### src/rtl/dacreg_pkg.sv
// Package: shared types for the double-buffered converter control register.
// Assumes the command fields are single bits, and their positions are given
// as parameters of the modules.
package dacreg_pkg;

    // Decoded command fields held in either stage.
    typedef struct packed {
        logic ref_int;    // 1 = internal reference
        logic pwr_down;   // 1 = converter powered down
        logic sync_mode;  // 1 = update only on broadcast strobe
    } ctrl_t;

    localparam ctrl_t CTRL_RESET = '{ref_int: 1'b0, pwr_down: 1'b0, sync_mode: 1'b0};

endpackage

### src/rtl/dacreg_input_stage.sv
// Module: dacreg_input_stage
// Holds the input copies of the command and the code. The low data byte is
// staged and committed together with the high byte. A START, a STOP or a new
// command arriving between the two bytes throws the staged byte away.
// Assumes CODE_W > BYTE_W and CODE_W <= 2*BYTE_W.
module dacreg_input_stage
    import dacreg_pkg::*;
#(
    parameter int CODE_W  = 10,
    parameter int BYTE_W  = 8,
    parameter int REF_BIT = 2,
    parameter int SD_BIT  = 1,
    parameter int SY_BIT  = 0
) (
    input  logic              clk,
    input  logic              rst_n,
    input  logic              clr,
    input  logic              cmd_we,
    input  logic [BYTE_W-1:0] cmd_byte,
    input  logic              lo_we,
    input  logic [BYTE_W-1:0] lo_byte,
    input  logic              hi_we,
    input  logic [BYTE_W-1:0] hi_byte,
    input  logic              frame_brk,
    output ctrl_t             ctrl_in,
    output logic [CODE_W-1:0] code_in
);
    localparam int HI_W = CODE_W - BYTE_W;

    logic [BYTE_W-1:0] lo_hold;
    logic              lo_held;
    ctrl_t             cmd_dec;

    // Extract the command fields from their fixed bit positions.
    always_comb begin
        cmd_dec.ref_int   = cmd_byte[REF_BIT];
        cmd_dec.pwr_down  = cmd_byte[SD_BIT];
        cmd_dec.sync_mode = cmd_byte[SY_BIT];
    end

    // Input command register: loaded on each received command byte.
    always_ff @(posedge clk) begin
        if (!rst_n || clr) begin
            ctrl_in <= CTRL_RESET;
        end else if (cmd_we) begin
            ctrl_in <= cmd_dec;
        end
    end

    // Low-byte staging: armed by a low byte, disarmed by a frame break,
    // a new command or the committing high byte.
    always_ff @(posedge clk) begin
        if (!rst_n || clr) begin
            lo_hold <= '0;
            lo_held <= 1'b0;
        end else if (frame_brk || cmd_we) begin
            lo_held <= 1'b0;
        end else if (lo_we) begin
            lo_hold <= lo_byte;
            lo_held <= 1'b1;
        end else if (hi_we) begin
            lo_held <= 1'b0;
        end
    end

    // Input code register: written only when a complete word arrives.
    always_ff @(posedge clk) begin
        if (!rst_n || clr) begin
            code_in <= '0;
        end else if (hi_we && lo_held && !frame_brk && !cmd_we) begin
            code_in <= {hi_byte[HI_W-1:0], lo_hold};
        end
    end

endmodule

### src/rtl/dacreg_xfer_ctrl.sv
// Module: dacreg_xfer_ctrl
// Decides, each cycle, whether the output stage loads from the input stage
// or is cleared. Clear wins over any load strobe in the same cycle.
// Assumes all event inputs are single-cycle strobes.
module dacreg_xfer_ctrl (
    input  logic stop_evt,
    input  logic sync_upd,
    input  logic sync_clr,
    input  logic sync_mode,
    output logic load,
    output logic clear
);
    // Select the transfer source from the live sync-mode bit.
    always_comb begin
        clear = sync_clr;
        if (sync_clr) begin
            load = 1'b0;
        end else if (sync_mode) begin
            load = sync_upd;
        end else begin
            load = stop_evt;
        end
    end

endmodule

### src/rtl/dacreg_output_stage.sv
// Module: dacreg_output_stage
// Output latches that drive the converter code, the power-down control and
// the reference select. They change only in a load or a clear cycle.
module dacreg_output_stage
    import dacreg_pkg::*;
#(
    parameter int CODE_W = 10
) (
    input  logic              clk,
    input  logic              rst_n,
    input  logic              load,
    input  logic              clear,
    input  ctrl_t             ctrl_in,
    input  logic [CODE_W-1:0] code_in,
    output logic [CODE_W-1:0] dac_code,
    output logic              shutdown,
    output logic              ref_sel
);
    // Output latch update: clear to zero, or copy the input stage.
    always_ff @(posedge clk) begin
        if (!rst_n || clear) begin
            dac_code <= '0;
            shutdown <= 1'b0;
            ref_sel  <= 1'b0;
        end else if (load) begin
            dac_code <= code_in;
            shutdown <= ctrl_in.pwr_down;
            ref_sel  <= ctrl_in.ref_int;
        end
    end

endmodule

### src/rtl/dac_dbuf_ctrl.sv
// Module: dac_dbuf_ctrl (top)
// Double-buffered control register for a voltage-output converter, fed by
// the strobes of a serial slave parser. Assumes at most one byte strobe per
// cycle, and that the parser has already filtered the addresses.
module dac_dbuf_ctrl
    import dacreg_pkg::*;
#(
    parameter int CODE_W  = 10,
    parameter int BYTE_W  = 8,
    parameter int REF_BIT = 2,
    parameter int SD_BIT  = 1,
    parameter int SY_BIT  = 0
) (
    input  logic              clk,
    input  logic              rst_n,
    input  logic              cmd_valid,
    input  logic [BYTE_W-1:0] cmd_byte,
    input  logic              lo_valid,
    input  logic [BYTE_W-1:0] lo_byte,
    input  logic              hi_valid,
    input  logic [BYTE_W-1:0] hi_byte,
    input  logic              start_evt,
    input  logic              stop_evt,
    input  logic              sync_upd,
    input  logic              sync_clr,
    output logic [CODE_W-1:0] dac_code,
    output logic              shutdown,
    output logic              ref_sel
);
    ctrl_t             ctrl_in;
    logic [CODE_W-1:0] code_in;
    logic              sync_mode_q;
    logic              load;
    logic              clear;
    logic              frame_brk;

    assign frame_brk   = start_evt | stop_evt;
    assign sync_mode_q = ctrl_in.sync_mode;

    dacreg_input_stage #(
        .CODE_W (CODE_W),
        .BYTE_W (BYTE_W),
        .REF_BIT(REF_BIT),
        .SD_BIT (SD_BIT),
        .SY_BIT (SY_BIT)
    ) u_in (
        .clk      (clk),
        .rst_n    (rst_n),
        .clr      (clear),
        .cmd_we   (cmd_valid),
        .cmd_byte (cmd_byte),
        .lo_we    (lo_valid),
        .lo_byte  (lo_byte),
        .hi_we    (hi_valid),
        .hi_byte  (hi_byte),
        .frame_brk(frame_brk),
        .ctrl_in  (ctrl_in),
        .code_in  (code_in)
    );

    dacreg_xfer_ctrl u_xfer (
        .stop_evt (stop_evt),
        .sync_upd (sync_upd),
        .sync_clr (sync_clr),
        .sync_mode(sync_mode_q),
        .load     (load),
        .clear    (clear)
    );

    dacreg_output_stage #(
        .CODE_W(CODE_W)
    ) u_out (
        .clk     (clk),
        .rst_n   (rst_n),
        .load    (load),
        .clear   (clear),
        .ctrl_in (ctrl_in),
        .code_in (code_in),
        .dac_code(dac_code),
        .shutdown(shutdown),
        .ref_sel (ref_sel)
    );

endmodule

### config.mk
export PLATFORM = sky130hd
export DESIGN_NAME = dac_dbuf_ctrl
export DESIGN_NICKNAME = d
export VERILOG_FILES = /design/src/rtl/dacreg_pkg.sv /design/src/rtl/dacreg_input_stage.sv /design/src/rtl/dacreg_xfer_ctrl.sv /design/src/rtl/dacreg_output_stage.sv /design/src/rtl/dac_dbuf_ctrl.sv
export SDC_FILE = /design/constraint.sdc
export NUM_CORES = 1
export LEC_CHECK = 0
export BUFFER_PORTS_ARGS = -buffer_cell sky130_fd_sc_hd__buf_2
export CAP_MARGIN = 40
export CORE_UTILIZATION = 50
export CTS_BUF_LIST = sky130_fd_sc_hd__clkbuf_16
export DETAILED_ROUTE_END_ITERATION = 6
export PLACE_DENSITY = 0.77
export SYNTH_ARGS = -nofsm -noshare
export SYNTH_HDL_FRONTEND = slang
export SYNTH_HIERARCHICAL = 1
export SYNTH_SLANG_ARGS = --single-unit
### constraint.sdc
create_clock -name clk -period 1.5 [get_ports clk]
set_input_delay 0.225 -clock clk [delete_from_list [all_inputs] [get_ports clk]]
set_output_delay 0.225 -clock clk [all_outputs]
set_load 0.05 [all_outputs]
# After elaboration in Yosys (flattened, before gate mapping)
# Cells that the tools add are included.
[word_totals]
register_bits = 34
inputBits = 33
out_inout_bits = 12
wordCells = 26
[op_classes]
n_mux = 4
n_bitwise = 2
reduce_logical = 11
[ops]
columns = ["cell", "count"]
rows = [
  ["2-to-1 mux 1 bit", 4],
  ["logical AND 1 bit", 3],
  ["zero test 1 bit", 3],
  ["logical OR 1 bit", 2],
  ["AND reduction 2 bit", 1],
  ["nonzero test 2 bit", 1],
  ["OR reduction 2 bit", 1],
  ["inverter 1 bit", 1],
  ["bitwise OR 1 bit", 1],
]

# Longest topological paths before layout
# Gate-level depths: netlist of run 1.
[logic_depth]
ltp_word = 4
ltp_mapped = 5
depth_no_buf = 4

# Modules after synthesis
# The synthesis of run 1 kept the hierarchy.
[by_module_without_submodules]
columns = ["module", "n_inst", "cells_per_inst", "area_per_inst_um2", "seq_area_each_um2"]
rows = [
  ["dacreg_input_stage", 1, 91, 997.2, 440.4],
  ["dacreg_output_stage", 1, 39, 427.9, 240.2],
  ["dacreg_xfer_ctrl", 1, 3, 21.3, 0.0],
  ["dac_dbuf_ctrl", 1, 1, 6.3, 0.0],
]

# Least setup slack after synthesis of run 1
# OpenSTA, ideal clock, no wires.
[synth_path]
kind = "register to register"
start = "register u_in/ctrl_in[0] (netlist name)"
end = "register u_out.dac_code[0]"
setup_time_ns = 0.117
t_arrival_ns = 1.054
required_time_ns = 1.383
setup_slack_ns = 0.329
path_stages_with_launch = 6
path_cell_list = "dfxtp_1 mux2i_1 nor2_1 buf_6 mux2i_1 nor2_1"
[synth_via]
elab_chain_cells = 2
[synth_lines]
columns = ["element", "line_no", "text"]
rows = [
  ["2-to-1 mux 1 bit", "dacreg_xfer_ctrl.sv:18", "end else if (sync_mode) begin"],
  ["2-to-1 mux 1 bit", "dacreg_xfer_ctrl.sv:16", "if (sync_clr) begin"],
  ["named net load", "dac_dbuf_ctrl.sv:33", "logic load;"],
  ["to (signal assigned)", "dacreg_output_stage.sv:26", "dac_code <= code_in;"],
  ["to (decl)", "dacreg_output_stage.sv:15", "output logic [CODE_W-1:0] dac_code,"],
]
# The timed path passes the listed nets, and every way through them passes these cells.
# A chain may end at the register's enable or synchronous reset.

# Final worst setup path of run 1
[layout_path]
start = "register u_in/ctrl_in[0] (netlist name)"
end = "register u_out.dac_code[4]"
[layout_via]
elab_chain_cells = 2
[layout_lines]
columns = ["element", "line_no"]
rows = [
  ["2-to-1 mux 1 bit", "dacreg_xfer_ctrl.sv:18"],
  ["2-to-1 mux 1 bit", "dacreg_xfer_ctrl.sv:16"],
  ["named net load", "dac_dbuf_ctrl.sv:33"],
]
# The timed path passes the listed nets, and every way through them passes these cells.

==> flow_metrics.env, run 1 <==
export IMPL_avgRoutedWirePerCell_um=13.82
export IMPL_status="completed"
export IMPL_hold_buffers=0
export IMPL_gr_total_overflow=0
export IMPL_finalNonFillerCells=199
export IMPL_holdPathStages=3
export IMPL_synth_compound_area_share_pct=0.6891
export IMPL_clock_root_buffer="clkbuf_16"
export IMPL_max_slew_worst_pin_slew_ns=0.5077
export IMPL_portBuffers=33
export IMPL_synth_top_family_by_area="multiplexers"
export IMPL_cellLeakagePower_nw=0.7265
export IMPL_fin_skew_ns=0.002762
export IMPL_cts_reportedPaths_clkPinSlew_ns=0.05
export IMPL_setup_tns_ns=0
export IMPL_cts_tree="done"
export IMPL_synth_area_per_cell_um2=10.84
export IMPL_critPathArrivalTime_ns=1.35
export IMPL_yosysUniqueCellTypes=15
export IMPL_fp_dieArea_um2=3125
export IMPL_ios=45
export IMPL_ys_seq_area_share_pct=46.86
export IMPL_layout_nets=200
export IMPL_hold_viol=0
export IMPL_required_ns=1.64
export IMPL_hold_path_class="primary input to flip-flop"
export IMPL_report_final_setup_viol=0
export IMPL_power_density_nw_per_um2=1118
export IMPL_reg2reg_depth=5
export IMPL_grt_pass1_vias=1057
export IMPL_synth_simple_area_share_pct=22.83
export IMPL_grt_setup_unrepaired="false"
export IMPL_synth_net_count=167
export IMPL_worst_hold_slack_ns=0.1936
export IMPL_globalplace_congestion=0.7040
export IMPL_syn_inst=134
export IMPL_syn_cell_area_um2=1453
export IMPL_viasPerCell=5.231
export IMPL_grt_pass1_wl_um=4843
export IMPL_row_count=19
export IMPL_crit_fanout=8
export IMPL_maxClockFrequency_ghz=0.8292
export IMPL_ys_seq_elements=34
export IMPL_place_hpwl_um=1914
export IMPL_fp_dieH_um=55.90
export IMPL_cts_buffers=5
export IMPL_end_kind="flip-flop"
export IMPL_cts_setup_buffers=0
export IMPL_cp_start_kind="flip-flop"
export IMPL_cts_resized=0
export IMPL_power_mw=1.973
export IMPL_htree_num_levels=2
export IMPL_grtUsageTotal_pct=20.56
export IMPL_syn2layout_area_growth_pct=21.45
export IMPL_utilization_pct=63.97
export IMPL_routed_wirelength_um=2751
export IMPL_relSlewSlack_pct=66.16
export IMPL_first_iter_violations=21
export IMPL_drtPass1Iterations=4
export IMPL_fin_crit_ns=1.206
export IMPL_hold_path_endpoint="u_in/ctrl_in[2]$_SDFFE_PP0P_"
export IMPL_antenna_found_initial=0
export IMPL_die_x_um=55.90
export IMPL_start_util_pct=52.68
export IMPL_synthAdderAreaFrac_pct=0
export IMPL_antennaDiodeCount=0
export IMPL_r2r_end="u_out/dac_code[4]$_SDFFE_PP0P_"
export IMPL_cap_violations=0
export IMPL_drc=0
export IMPL_dp_cells=191
export IMPL_clock_sinks=34
export IMPL_drv_slew=0
export IMPL_core_um2=2758
export IMPL_rr_startpoint="u_in/ctrl_in[0]$_SDFFE_PP0P_"
export IMPL_yosysWarnings=6
export IMPL_drive_gt1_share_pct=26.79
export IMPL_max_clock_path_buffers=2
export IMPL_clk_latency_ns=0.27
export IMPL_synth_xor_area_share_pct=0
export IMPL_critical_path_class="flip-flop to flip-flop"
export IMPL_final_period_utilization_pct=80.40
export IMPL_synth_area_mux_share_pct=23.43
export IMPL_peakVddDrop_mv=1.065
export IMPL_vias=1041
export IMPL_reg2reg_slack_ns=0.29
export IMPL_ant_nets=0
export IMPL_worstHoldStart="cmd_byte[2]"
export IMPL_grt_max_degree=29
synth_stat cells:
library cell / instances / area, µm²
a2111oi_1: 1 / 10.01
and4bb_1: 1 / 12.51
buf_2: 6 / 30.03
buf_4: 2 / 15.01
buf_6: 3 / 33.78
clkbuf_1: 2 / 7.510
dfxtp_1: 34 / 680.7
inv_1: 1 / 3.750
mux2i_1: 34 / 340.3
nand2b_1: 3 / 18.77
nand3b_1: 28 / 210.2
nand4bb_1: 1 / 11.26
nor2_1: 16 / 60.06
nor3b_2: 1 / 12.51
or2_1: 1 / 6.260
area by class of cell:
type,count,area (µm²)
clock inverter,3,11.26
tap,31,38.79
clock buffer,5,125.1
sequential,34,680.7
multi-input combinational,86,681.9
inverter,1,3.754
timing repair buffer,39,222.7
fill,249,993.5
report_power, final:
group	total [mW]	leakage [nW]	internal [mW]	switching (mW)
Sequential	0.912	0.274	0.910	0.00219
Combinational	0.123	0.386	0.0620	0.0610
Clock	0.938	0.0663	0.596	0.342
cells by family after synthesis:
| family | Yosys count |
|---|---|
| mux | 34 |
| flops | 34 |
| compound gates | 1 |
| simple gates | 51 |
| buf+inv | 14 |
through the flow:
stage                     cell area (µm²)  worst slack, ns
after floorplan                      1453           0.3288
after global placement               1628           0.1815
after detailed placement             1628           0.1329
after CTS                            1764           0.2900
after global routing                 1764           0.2262
final                                1764           0.2939
worst max-delay path by stage:
| stage | start | endpoint | slack (ns) | cells after the start |
|---|---|---|---|---|
| detailed placement | stop_evt | u_in/code_in[0]$_SDFFE_PP0P_ | 0.13 | 5 |
| global placement | stop_evt | u_in/code_in[1]$_SDFFE_PP0P_ | 0.18 | 5 |
| global route | u_in/ctrl_in[0]$_SDFFE_PP0P_ | u_out/shutdown$_SDFFE_PP0P_ | 0.23 | 5 |
| CTS | u_in/ctrl_in[0]$_SDFFE_PP0P_ | u_out/dac_code[5]$_SDFFE_PP0P_ | 0.29 | 5 |
| floorplan | u_in/ctrl_in[0]$_SDFFE_PP0P_ | u_out/dac_code[0]$_SDFFE_PP0P_ | 0.33 | 5 |
| finish | u_in/ctrl_in[0]$_SDFFE_PP0P_ | u_out/dac_code[4]$_SDFFE_PP0P_ | 0.29 | 5 |
critical path, stage by stage, from the launching register on:
cell and delay (ns):
dfxtp_1 0.32, mux2i_1 0.11, nor2_1 0.15, buf_4 0.22
mux2i_1 0.23, nor2_1 0.05
metal layers:
| metal | part of all wire (%) | wire length [µm] | track usage, % |
|---|---|---|---|
| met1 | 45 | 1248 | 23.74 |
| met2 | 49 | 1348 | 34.42 |
| met3 | 4.4 | 120 | 5.116 |
| met4 | 1.2 | 34 | 12.20 |
| met5 | 0 | 0 | 0 |
registers in the layout, indices dropped and copies added, names as in the netlist:
| name | flops |
|---|---|
| u_in/ctrl_in | 3 |
| u_in/code_in | 10 |
| u_out/dac_code | 10 |
| u_out/ref_sel | 1 |
| u_in/lo_hold | 8 |
| u_in/lo_held | 1 |
| u_out/shutdown | 1 |
layout by cell type (no fill, tap or decap):
| cell | instances |
|---|---|
| a2111oi_1 | 1 |
| and4bb_1 | 1 |
| buf_12 | 1 |
| buf_2 | 33 |
| buf_4 | 5 |
| clkbuf_16 | 5 |
| clkinv_1 | 3 |
| dfxtp_1 | 34 |
| inv_1 | 1 |
| mux2i_1 | 34 |
| nand2b_1 | 3 |
| nand3b_1 | 28 |
| nand4bb_1 | 1 |
| nor2_1 | 16 |
| nor3b_2 | 1 |
| or2_1 | 1 |
Power figures use the tool's default switching activity.
==> run 2, diff against run 1 <==
Clock period 1.5 ns to 1.17 ns, I/O delays scaled along.
==> flow_metrics.env, run 2 (same netlist as run 1, synthesis figures left out) <==
export IMPL_start_util_pct=52.68
export IMPL_peakVddDrop_mv=1.068
export IMPL_routed_wirelength_um=2541
export IMPL_relSlewSlack_pct=68.14
export IMPL_htree_num_levels=2
export IMPL_place_hpwl_um=1829
export IMPL_grt_pass1_wl_um=4422
export IMPL_gr_total_overflow=0
export IMPL_max_clock_path_buffers=2
export IMPL_drtPass1Iterations=4
export IMPL_cts_setup_buffers=0
export IMPL_final_common_cell="mux2i_1"
export IMPL_status="completed"
export IMPL_hold_path_class="primary input to flip-flop"
export IMPL_grt_max_degree=29
export IMPL_critPathArrivalTime_ns=1.28
export IMPL_cts_tree="done"
export IMPL_critical_path_class="flip-flop to flip-flop"
export IMPL_grt_pass1_vias=971
export IMPL_cts_reportedPaths_clkPinSlew_ns=0.05
export IMPL_reg_top3="u_in/code_in (10), u_out/dac_code (10), u_in/lo_hold (8)"
export IMPL_worst_hold_slack_ns=0.1513
export IMPL_utilization_pct=64.07
export IMPL_fp_dieArea_um2=3125
export IMPL_antenna_found_initial=0
export IMPL_globalplace_congestion=0.7870
export IMPL_drv_slew=0
export IMPL_maxClockFrequency_ghz=0.8720
export IMPL_drc=0
export IMPL_mostFrequentLayoutCells="34 x mux2i_1, 33 x buf_2, 33 x dfxtp_1"
export IMPL_hold_viol=0
export IMPL_cp_start_kind="flip-flop"
export IMPL_max_slew_worst_pin_slew_ns=0.4780
export IMPL_power_density_nw_per_um2=1424
export IMPL_cap_violations=0
export IMPL_required_ns=1.30
export IMPL_final_period_utilization_pct=98.01
export IMPL_die_x_um=55.90
export IMPL_fp_dieH_um=55.90
export IMPL_viasPerCell=5.136
export IMPL_portBuffers=33
export IMPL_row_count=19
export IMPL_drive_gt1_share_pct=29.34
export IMPL_crit_fanout=12
export IMPL_syn2layout_area_growth_pct=21.62
export IMPL_ant_nets=0
export IMPL_avgRoutedWirePerCell_um=12.83
export IMPL_fin_crit_ns=1.147
export IMPL_ios=45
export IMPL_cts_buffers=5
export IMPL_end_kind="flip-flop"
export IMPL_layout_nets=200
export IMPL_vias=1017
export IMPL_core_um2=2758
export IMPL_clk_latency_ns=0.27
export IMPL_power_mw=2.516
export IMPL_first_iter_violations=8
export IMPL_hold_buffers=0
export IMPL_fin_skew_ns=0.003156
export IMPL_antennaDiodeCount=0
export IMPL_fill_cells=234
export IMPL_cellLeakagePower_nw=0.7300
export IMPL_clock_sinks=34
export IMPL_grt_setup_unrepaired="true"
export IMPL_grtUsageTotal_pct=18.03
export IMPL_clock_root_buffer="clkbuf_16"
export IMPL_report_final_setup_viol=0
run 2: cell count changes in the layout (fill, tap and decap cells not counted):
cell,before,now
clkinv_1,3,0
clkinv_2,0,2
dfxtp_1,34,33
dfxtp_2,0,1
nor2_1,16,15
nor2_2,0,1
run 2: worst max-delay path, stage by stage (launching register included):
cell and delay, ns:
dfxtp_2 0.32, mux2i_1 0.12, nor2_2 0.14, buf_12 0.17, mux2i_1 0.20, nor2_1 0.06
run 2: path summary, 6_finish.rpt:
path | start | endpoint | slack, ns | cells past startpoint
worst max-delay path | u_in/ctrl_in[0]$_SDFFE_PP0P_ | u_out/dac_code[1]$_SDFFE_PP0P_ | 0.02 | 5
worst min-delay path | cmd_byte[0] | u_in/ctrl_in[0]$_SDFFE_PP0P_ | 0.15 | 3
worst max register to register | u_in/ctrl_in[0]$_SDFFE_PP0P_ | u_out/dac_code[1]$_SDFFE_PP0P_ | 0.02 | 5
worst min register to register | u_out/shutdown$_SDFFE_PP0P_ | u_out/shutdown$_SDFFE_PP0P_ | 0.48 | 2
run 2: through the flow:
stage / cell area (µm²) / TNS (ns) / setup WS (ns) / std cells
after floorplan: 1455 / 0 / 0.07097 / 134
after global placement: 1630 / -0.4862 / -0.07899 / 191
after detailed placement: 1630 / -0.9984 / -0.1326 / 191
after CTS: 1765 / 0 / 0.01340 / 198
after global routing: 1767 / -0.1749 / -0.05752 / 198
final: 1767 / 0 / 0.02326 / 198
run 2: layout make-up:
type | count | area [µm²] | share of cell area, %
timing repair buffer | 39 | 222.7 | 12.61
clock buffer | 5 | 125.1 | 7.082
multi-input combinational | 86 | 684.4 | 38.74
tap | 31 | 38.79 | 2.195
clock inverter | 2 | 10.01 | 0.5666
inverter | 1 | 3.754 | 0.2125
sequential | 34 | 681.9 | 38.60
run 2: where the power goes:
group | total, mW | internal (mW) | leakage (nW) | switching [mW]
Sequential | 1.17 | 1.17 | 0.275 | 0.00275
Clock | 1.19 | 0.766 | 0.0694 | 0.421
Combinational | 0.160 | 0.0823 | 0.386 | 0.0776
Total | 2.52 | 2.01 | 0.730 | 0.502
run 2: layer usage:
metal	GRT usage, %	vias up	share of wire [%]
met4	4.181	0	0
met5	0	-	0
met2	30.29	20	48
met1	23.22	469	48
li1	-	528	-
met3	4.884	0	3.6
run 2: repair_timing:
item / in CTS / in global routing
hold endpoints to repair: 0 / 0
gates resized for setup: 0 / 1
endpoints found under the setup margin: 0 / 11
